--- config.mk ---
export PLATFORM = sky130hd
export DESIGN_NAME = stk_unit
export DESIGN_NICKNAME = d
export VERILOG_FILES = /design/src/rtl/stk_pkg.sv /design/src/rtl/stk_psw_codec.sv /design/src/rtl/stk_seq.sv /design/src/rtl/stk_unit.sv
export SDC_FILE = /design/constraint.sdc
export NUM_CORES = 1
export LEC_CHECK = 0
export ABC_AREA = 1
export BUFFER_PORTS_ARGS = -buffer_cell sky130_fd_sc_hd__buf_2
export CAP_MARGIN = 20
export CORE_MARGIN = 2
export CORE_UTILIZATION = 31
export DETAILED_ROUTE_END_ITERATION = 7
export HOLD_SLACK_MARGIN = 0.03
export SETUP_SLACK_MARGIN = 0.15
export SLEW_MARGIN = 10
export SYNTH_ARGS = -nofsm -noshare
export SYNTH_HDL_FRONTEND = slang
export SYNTH_HIERARCHICAL = 1
export SYNTH_SLANG_ARGS = --single-unit
--- constraint.sdc ---
create_clock -name clk_i -period 3.1 [get_ports clk_i]
set_clock_uncertainty 0.15 [all_clocks]
set_input_delay 0.155 -clock clk_i [delete_from_list [all_inputs] [get_ports clk_i]]
set_output_delay 0.155 -clock clk_i [all_outputs]
set_load 0.02 [all_outputs]
--- src/rtl/stk_pkg.sv ---
package stk_pkg;
  localparam int BYTE_W = 8;

  typedef enum logic [2:0] {
    OP_PUSH_RP  = 3'd0,
    OP_POP_RP   = 3'd1,
    OP_PUSH_PSW = 3'd2,
    OP_POP_PSW  = 3'd3,
    OP_XCHG_HL  = 3'd4,
    OP_LOAD_SP  = 3'd5,
    OP_RSVD6    = 3'd6,
    OP_RSVD7    = 3'd7
  } stk_op_e;

  typedef enum logic [2:0] {
    ST_IDLE, ST_A1, ST_A2, ST_A3, ST_A4, ST_DONE
  } stk_state_e;

  localparam logic [1:0] RP_BC = 2'd0;
  localparam logic [1:0] RP_DE = 2'd1;
  localparam logic [1:0] RP_HL = 2'd2;
  localparam logic [1:0] RP_SP = 2'd3;

  typedef struct packed {
    logic s;
    logic z;
    logic ac;
    logic p;
    logic cy;
  } flags_t;
endpackage

--- src/rtl/stk_psw_codec.sv ---
module stk_psw_codec
  import stk_pkg::*;
(
  input  flags_t            flg_i,
  output logic [BYTE_W-1:0] byte_o,
  input  logic [BYTE_W-1:0] byte_i,
  output flags_t            flg_o
);
  // fixed positions: 7 S, 6 Z, 5 '0', 4 AC, 3 '0', 2 P, 1 '1', 0 C
  assign byte_o = {flg_i.s, flg_i.z, 1'b0, flg_i.ac, 1'b0, flg_i.p, 1'b1, flg_i.cy};

  always_comb begin
    flg_o.s  = byte_i[7];
    flg_o.z  = byte_i[6];
    flg_o.ac = byte_i[4];
    flg_o.p  = byte_i[2];
    flg_o.cy = byte_i[0];
  end
endmodule

--- src/rtl/stk_seq.sv ---
module stk_seq
  import stk_pkg::*;
(
  input  logic       clk_i,
  input  logic       rst_ni,
  input  logic       start_i,
  input  stk_op_e    op_i,
  input  logic       rp_ok_i,
  output stk_state_e state_o,
  output stk_op_e    op_o,
  output logic       accept_o,
  output logic       busy_o,
  output logic       done_o
);
  stk_state_e state_q, state_d;
  stk_op_e    op_q;
  logic       needs_mem;

  assign accept_o = start_i && (state_q == ST_IDLE);

  always_comb begin
    unique case (op_i)
      OP_PUSH_RP, OP_POP_RP:               needs_mem = rp_ok_i;
      OP_PUSH_PSW, OP_POP_PSW, OP_XCHG_HL: needs_mem = 1'b1;
      default:                             needs_mem = 1'b0;
    endcase
  end

  always_comb begin
    state_d = state_q;
    unique case (state_q)
      ST_IDLE: if (accept_o) state_d = needs_mem ? ST_A1 : ST_DONE;
      ST_A1:   state_d = ST_A2;
      ST_A2:   state_d = ST_A3;
      ST_A3:   state_d = (op_q == OP_XCHG_HL) ? ST_A4 : ST_DONE;
      ST_A4:   state_d = ST_DONE;
      default: state_d = ST_IDLE;
    endcase
  end

  always_ff @(posedge clk_i or negedge rst_ni) begin
    if (!rst_ni) begin
      state_q <= ST_IDLE;
      op_q    <= OP_PUSH_RP;
    end else begin
      state_q <= state_d;
      if (accept_o) op_q <= op_i;
    end
  end

  assign state_o = state_q;
  assign op_o    = op_q;
  assign busy_o  = (state_q != ST_IDLE);
  assign done_o  = (state_q == ST_DONE);
endmodule

--- src/rtl/stk_unit.sv ---
module stk_unit
  import stk_pkg::*;
#(
  parameter int            AW       = 16,
  parameter logic [AW-1:0] SP_RESET = AW'(16'h0100)
) (
  input  logic              clk_i,
  input  logic              rst_ni,
  input  logic              start_i,
  input  logic [2:0]        op_i,
  input  logic [1:0]        pair_i,
  input  logic [BYTE_W-1:0] b_i,
  input  logic [BYTE_W-1:0] c_i,
  input  logic [BYTE_W-1:0] d_i,
  input  logic [BYTE_W-1:0] e_i,
  input  logic [BYTE_W-1:0] h_i,
  input  logic [BYTE_W-1:0] l_i,
  input  logic [BYTE_W-1:0] acc_i,
  input  logic              s_i,
  input  logic              z_i,
  input  logic              ac_i,
  input  logic              p_i,
  input  logic              cy_i,
  output logic              mem_en_o,
  output logic              mem_we_o,
  output logic [AW-1:0]     mem_addr_o,
  output logic [BYTE_W-1:0] mem_wdata_o,
  input  logic [BYTE_W-1:0] mem_rdata_i,
  output logic              busy_o,
  output logic              done_o,
  output logic [AW-1:0]     sp_o,
  output logic [BYTE_W-1:0] pair_hi_o,
  output logic [BYTE_W-1:0] pair_lo_o,
  output logic [BYTE_W-1:0] acc_o,
  output logic              s_o,
  output logic              z_o,
  output logic              ac_o,
  output logic              p_o,
  output logic              cy_o
);
  localparam logic [AW-1:0] ONE = AW'(1);
  localparam logic [AW-1:0] TWO = AW'(2);

  stk_state_e        state;
  stk_op_e           op_q;
  logic              accept, is_push, is_pop, finish;
  logic [AW-1:0]     sp_q;
  logic [BYTE_W-1:0] sel_hi, sel_lo, wr_hi_q, wr_lo_q, rd_lo_q, rd_hi_q, flag_byte;
  flags_t            flags_in, flags_pop, flags_q;

  stk_seq u_seq (
    .clk_i    (clk_i),
    .rst_ni   (rst_ni),
    .start_i  (start_i),
    .op_i     (stk_op_e'(op_i)),
    .rp_ok_i  (pair_i != RP_SP),
    .state_o  (state),
    .op_o     (op_q),
    .accept_o (accept),
    .busy_o   (busy_o),
    .done_o   (done_o)
  );

  assign flags_in = '{s: s_i, z: z_i, ac: ac_i, p: p_i, cy: cy_i};

  stk_psw_codec u_psw (
    .flg_i  (flags_in),
    .byte_o (flag_byte),
    .byte_i (rd_lo_q),
    .flg_o  (flags_pop)
  );

  always_comb begin
    unique case (pair_i)
      RP_BC:   begin sel_hi = b_i; sel_lo = c_i; end
      RP_DE:   begin sel_hi = d_i; sel_lo = e_i; end
      default: begin sel_hi = h_i; sel_lo = l_i; end
    endcase
  end

  assign is_push = (op_q == OP_PUSH_RP) || (op_q == OP_PUSH_PSW);
  assign is_pop  = (op_q == OP_POP_RP)  || (op_q == OP_POP_PSW);
  assign finish  = ((state == ST_A3) && (op_q != OP_XCHG_HL)) || (state == ST_A4);

  // memory request per step
  always_comb begin
    mem_en_o    = 1'b0;
    mem_we_o    = 1'b0;
    mem_addr_o  = sp_q;
    mem_wdata_o = wr_hi_q;
    unique case (state)
      ST_A1: begin
        mem_en_o   = 1'b1;
        mem_we_o   = is_push;
        mem_addr_o = is_push ? sp_q - ONE : sp_q;
      end
      ST_A2: begin
        mem_en_o    = 1'b1;
        mem_we_o    = is_push;
        mem_addr_o  = is_push ? sp_q - TWO : sp_q + ONE;
        mem_wdata_o = wr_lo_q;
      end
      ST_A3: if (op_q == OP_XCHG_HL) begin
        mem_en_o    = 1'b1;
        mem_we_o    = 1'b1;
        mem_wdata_o = wr_lo_q;
      end
      ST_A4: begin
        mem_en_o   = 1'b1;
        mem_we_o   = 1'b1;
        mem_addr_o = sp_q + ONE;
      end
      default: ;
    endcase
  end

  always_ff @(posedge clk_i or negedge rst_ni) begin
    if (!rst_ni) begin
      sp_q      <= SP_RESET;
      wr_hi_q   <= '0;
      wr_lo_q   <= '0;
      rd_lo_q   <= '0;
      rd_hi_q   <= '0;
      pair_hi_o <= '0;
      pair_lo_o <= '0;
      acc_o     <= '0;
      flags_q   <= '0;
    end else begin
      if (accept) begin
        unique case (stk_op_e'(op_i))
          OP_PUSH_RP:  begin wr_hi_q <= sel_hi; wr_lo_q <= sel_lo;    end
          OP_PUSH_PSW: begin wr_hi_q <= acc_i;  wr_lo_q <= flag_byte; end
          default:     begin wr_hi_q <= h_i;    wr_lo_q <= l_i;       end
        endcase
        if (stk_op_e'(op_i) == OP_LOAD_SP) sp_q <= AW'({h_i, l_i});
      end
      if (state == ST_A2) rd_lo_q <= mem_rdata_i;
      if (state == ST_A3) rd_hi_q <= mem_rdata_i;
      if (finish) begin
        if (is_push) sp_q <= sp_q - TWO;
        if (is_pop)  sp_q <= sp_q + TWO;
        unique case (op_q)
          OP_POP_RP:  begin pair_hi_o <= mem_rdata_i; pair_lo_o <= rd_lo_q; end
          OP_POP_PSW: begin acc_o <= mem_rdata_i; flags_q <= flags_pop;     end
          OP_XCHG_HL: begin pair_hi_o <= rd_hi_q; pair_lo_o <= rd_lo_q;     end
          default: ;
        endcase
      end
    end
  end

  assign sp_o = sp_q;
  assign s_o  = flags_q.s;
  assign z_o  = flags_q.z;
  assign ac_o = flags_q.ac;
  assign p_o  = flags_q.p;
  assign cy_o = flags_q.cy;
endmodule

; ---- Word level (Yosys, flattened, before mapping)
; Cells that the tools add are included.
[word_totals]
regBits = 83
input_bits = 77
out_inout_bits = 73
[op_classes]
n_eq_ne = 18
reduce_logical = 19
muxes = 23
n_addsub = 4
[ops]
columns = cell, n
row1 = $mux 16, 7
row2 = $pmux 8 s2, 6
row3 = $pmux 16 s3, 1
row4 = $eq 3x2->1 const B, 6
row5 = $add 16x1->16 const B, 1
row6 = $add 16x2->16 const B, 1
row7 = $sub 16x1->16 const B, 1
row8 = $sub 16x2->16 const B, 1
row9 = $eq 3x3->1 const B, 5
row10 = $pmux 3 s5, 1
row11 = $eq 3x1->1 const B, 3
row12 = $logic_not 3->1, 3
row13 = $mux 8, 1
row14 = $mux 3, 2
row15 = $reduce_and 2->1, 3
row16 = $reduce_or 2->1, 3
row17 = $reduce_or 3->1, 2
row18 = $ne 2x2->1 const B, 2
row19 = $pmux 1 s2, 2
row20 = $logic_or 1x1->1, 3
row21 = $ne 3x3->1 const B, 1
row22 = $pmux 1 s3, 1
row23 = $reduce_bool 3->1, 1
row24 = $eq 2x1->1 const B, 1
row25 = 4 further kinds, 6

; ---- Depth between registers and ports, before layout
[logic_depth]
ltp_word = 6
depth_mapped = 15
ltp_nobuf = 14

; ---- By module
; The synthesis kept the hierarchy.
[by_module_without_submodules]
columns = mod, cells_per_inst, n_inst, area_each_um2, seq_area_each_um2
row1 = stk_unit, 897, 1, 5713.0, 1928.1
row2 = stk_seq, 42, 1, 314.1, 150.1
row3 = stk_psw_codec, 15, 1, 105.1, 0.0

; ---- Worst setup path after synthesis
; Ideal clock, no wire load.
[synth_timing]
path_kind = reg2reg
start = register u_seq.state_q[0] (netlist: u_seq/state_o[0])
end = register sp_q[14] (netlist: sp_o[14])
required_ps = 2832
path_slack_ps = 868
setup_time_ps = 118
path_stages_with_launch = 15
t_arrival_ps = 1964
path_cell_list = dfrtp_1 > nor2_2 > nand2_2 > inv_2 > nand2_4 > inv_4 > clkbuf_1 > nand2_1 > inv_1 > nand2_1 > buf_2 > o21ai_0 > o21ai_0 > a21oi_1 > nor2_1
[synth_between]
elab_chain_len = 6
elab_cells_between_ends = 10
classes_between = 2 x eq/ne / 4 x mux / 4 x reduce/logical
[synth_rtl]
columns = element, line_no
row1 = from (decl), stk_seq.sv:15  ; stk_state_e state_q, state_d;
row2 = from (signal assigned), stk_seq.sv:46  ; state_q <= state_d;
row3 = $logic_not 3->1 *, stk_seq.sv:19  ; assign accept_o = start_i && (state_q == ST_IDLE);
row4 = $logic_and 1x1->1 *, stk_seq.sv:19
row5 = via accept, stk_unit.sv:46  ; logic accept, is_push, is_pop, finish;
row6 = $mux 16 *, stk_unit.sv:129  ; if (accept) begin
row7 = $mux 16, stk_unit.sv:140  ; if (is_push) sp_q <= sp_q - TWO;
row8 = $mux 16, stk_unit.sv:141  ; if (is_pop) sp_q <= sp_q + TWO;
row9 = $mux 16 *, stk_unit.sv:139  ; if (finish) begin
row10 = to (signal assigned), stk_unit.sv:135  ; if (stk_op_e'(op_i) == OP_LOAD_SP) sp_q <= AW'({h_i, l_i});
row11 = to (signal assigned), stk_unit.sv:140
row12 = to (signal assigned), stk_unit.sv:141
row13 = to (decl), stk_unit.sv:47  ; logic [AW-1:0] sp_q;
; Mark *: on every way through the listed nets, which the timed path passes. The rest lies on a longest branch.
; A chain may end at the register's enable or synchronous reset.

; ---- Final worst setup path
[layout_timing]
start = register u_seq.state_q[1] (netlist: u_seq/state_o[1])
end = output port mem_addr_o[6]
[layout_between]
elab_chain_len = 2
elab_cells_between_ends = 4
classes_between = 3 x eq/ne / 1 x mux
[layout_rtl]
columns = element, line_no
row1 = $eq 3x3->1 (tied with other cells), stk_unit.sv:91  ; unique case (state)
row2 = $pmux 16 s3 *, stk_unit.sv:91
row3 = to (decl), stk_unit.sv:26  ; output logic [AW-1:0] mem_addr_o,
; Every way passes the cells marked *; elsewhere a longest branch is shown, timed or not.

==> key figures <==
Global routing
  – Initial antenna violation count: 0
  – First-pass GRT wire length: ~34000 um
  – Total GRT Usage: 21.0%
  – Largest net degree at the start of global routing: 84
  – Vias in the first global route: approximately 6400
  – Gr ovfl total: 0

Worst setup path
  – Reg-to-reg endpoint: sp_o[10]
  – R2R cell count: 13
  – Worst Path Max Fanout: 10
  – Most frequent CP cell: o21ai_0
  – Critical Path Source: u_seq/state_o[1]
  – Crit path buf inv count: 3
  – Worst Path Required: between 2 and 3 ns
  – Critical-path top delay cell: dfrtp_1
  – Crit-path cells: nor3_4 -> buf_4 -> inv_1 -> nand2_2 -> o21ai_0 -> o21ai_0 -> nand3_1 -> buf_2
  – Critical R2R Launch: u_seq/state_o[1]
  – Critical path startpoint category: flop
  – FF-to-FF setup slack: 0.57 ns
  – Worst setup EP type: output port
  – Crit path DAT: 2.52 ns
  – Top delay family on crit path: simple AND/OR/NAND/NOR gates
  – Kind of critical path: reg2out
  – CP max stage delay: 0.50 ns

Worst hold path
  – Hold Crit Class: in2reg
  – Hold Path Sink: wr_lo_q[5]
  – Hold path cells: 5
  – Worst hold start: c_i[5]

Logic synthesis
  – Post-synthesis sequential area ratio: 33.9%
  – Async SR Flop Fraction: 100%
  – Leading area contributor after synthesis: dfrtp_1
  – Yosys synthesis warning count: 6
  – Ys flop type: dfrtp_1
  – Post-synth top area share: 33.5%
  – Synthesized area: 6130 um2
  – Yosys cell types: 38
  – Cells after Synth: 954
  – Avg Inst Size Synth: around 6.4 um2
  – Number of synthesized flops with an enable pin: 0
  – Top cells by area, synth: dfrtp_1 33%, nand2_1 19%, o21ai_0 9.5%
  – FF+latch count, synth: 83

Finish
  – Fin area: 7760 um2
  – Antenna Cells: 0
  – Layout cells sized above 1: 18.5%
  – Area grow syn2layout: 26.5%
  – Most frequent cells in the layout: 317 x nand2_1, 148 x buf_2, 116 x o21ai_0
  – Commonest non-fill, non-tap cell in the layout: nand2_1
  – Filler instances: 2095
  – Final core utilization: 39.9%
  – Layout net count: 1195

STA
  – Peak Freq: about 0.35 GHz
  – Final period util: 91.0%
  – Crit path time final: 2.82 ns
  – Relative slew slack: about half
  – Final setup viols: 0
  – Final hold viol count: 0
  – Worst-Margin Slew: a little under 0.8 ns
  – Setup TNS Final: 0 ns
  – RSZ-0062 raised after global routing: yes
  – Max-slew violation count: 0
  – Setup slack after layout: 0.279 ns

Power
  – Leakage power: slightly below 4 nW
  – Peak supply drop: 0.527 mV
  – Pwr/cell area: 1070 nW/um2

Drt
  – ANT nets after route: 0
  – DRC: 0
  – Vias: 6883
  – DR pass1 iterations: 5
  – Vias/cell: 4.98
  – WL/cell: approximately 16 um
  – Initial DRC count: 480
  – Final wirelength: between 20000 and 25000 um

Die
  – Num rows: 51
  – Area of the core: 19500 um2
  – Starting Density: approximately a third
  – Height of the die: 145 um
  – Die W: 145 um
  – I/O pins: 150
  – Die ar.: roughly 21000 um2

CTS
  – CTS tree: done
  – Clock Sinks: 83
  – Num CTS Buffers: 9
  – CTS max path bufs: 2
  – Post-CTS setup buffers: 0
  – Clk pin slew, worst setup/hold paths: about 0.06 ns
  – Clk_lat worst skew: about 0.34 ns
  – Clock H-tree levels: 3
  – Root buf cell: clkbuf_16

Job
  – Max_cap viols: 0

Place
  – Gpl congestion: just over 0.9
  – Placed Area: 7010 um2
  – DP HPWL: 16000 um
  – Minimum setup slack after placement: 0.584 ns
  – Port bufs: 149

Status
  – Outcome: finished clean
synth_stat cells (all sizes together) (2+ instances only):
library cell / number
nand2: 323
o21ai: 131
nand3: 93
inv: 89
nor2: 88
dfrtp: 82
buf: 32
a21oi: 23
clkbuf: 23
xor2: 13
a41oi: 12
nand4: 12
o211ai: 7
ha: 5
nand3b: 3
nor3: 3
o22ai: 3
a22oi: 2
clkinv: 2
conb: 2
or2: 2
worst max path at each step:
stage / to / slack (ns) / cells past startpoint
detailed placement: sp_o[10] / 0.58 / 13
global placement: sp_o[10] / 0.58 / 13
finish: mem_addr_o[6] / 0.28 / 8
global route: mem_addr_o[6] / 0.11 / 10
floorplan: sp_o[14] / 0.87 / 14
CTS: mem_addr_o[6] / 0.28 / 10
tightest hold or removal path, delay by kind of cell:
family	cells	cell delay (ns)
AND/OR/NAND/NOR	3	0.14
buffers and inverters	1	0.09
AO/OA/AOI/OAI	1	0.08
flip-flops by register name, summed over array words and instances (netlist names), 3 cells and up:
| register | cells |
|---|---|
| wr_lo_q | 8 |
| rd_hi_q | 8 |
| pair_hi_o | 8 |
| pair_lo_o | 8 |
| wr_hi_q | 8 |
| u_seq/state_o | 3 |
| u_seq/op_o | 3 |
| rd_lo_q | 8 |
| sp_o | 16 |
| acc_o | 8 |
layout make-up:
cell class / instances / area [um2] / area share, %
flip-flops and latches: 83 / 2080 / 26.8
inverters: 91 / 349 / 4.50
well taps: 265 / 332 / 4.27
multi-input cells: 726 / 3420 / 44.1
repair buffers: 202 / 1260 / 16.3
clock buffers: 10 / 239 / 3.08
clock inverters: 6 / 71.3 / 0.919
what timing repair did:
item,CTS,global route
resized for setup,0,5
endpoints found under the setup margin,0,5
hold buffers,39,0
endpoints found under the hold margin,120,0
cells by family (layout without fill, tap and decap cells):
logic type	Yosys count	in the layout	synth area share, %
simple gates	524	524	36.4
fa+ha+maj	5	5	1.02
compound gates	181	181	16.1
flops	83	83	33.9
xor+xnor	13	13	1.86
other cells	2	3	0.122
buf+inv	146	309	10.6
through the flow:
stage | std cells | total power, mW | hold WS, ns
2_1_floorplan | 955 | 5.36 | -0.291
3_3_place_gp | 1327 | 6.92 | 0.235
3_5_place_dp | 1327 | 6.96 | 0.235
4_1_cts | 1382 | 8.25 | 0.0306
5_1_grt | 1383 | 8.97 | 0.0632
6_report | 1383 | 8.29 | 0.0361
where the power goes:
group / internal (mW) / leakage, nW / total (mW) / switching, mW
Clock: 0.655 / 0.146 / 1.13 / 0.470
Sequential: 1.60 / 0.992 / 2.22 / 0.622
Combinational: 1.64 / 2.77 / 4.94 / 3.30
Total: 3.90 / 3.91 / 8.29 / 4.39
metal layers:
| layer | GRT usage (%) | share of wire, % | vias to the layer above |
|---|---|---|---|
| met2 | 33.0 | 45 | 243 |
| met3 | 3.15 | 6.3 | 41 |
| li1 | - | - | 3407 |
| met4 | 7.15 | 3.0 | 0 |
| met5 | 0 | 0 | - |
| met1 | 29.5 | 45 | 3192 |
Power figures use the tool's default switching activity.
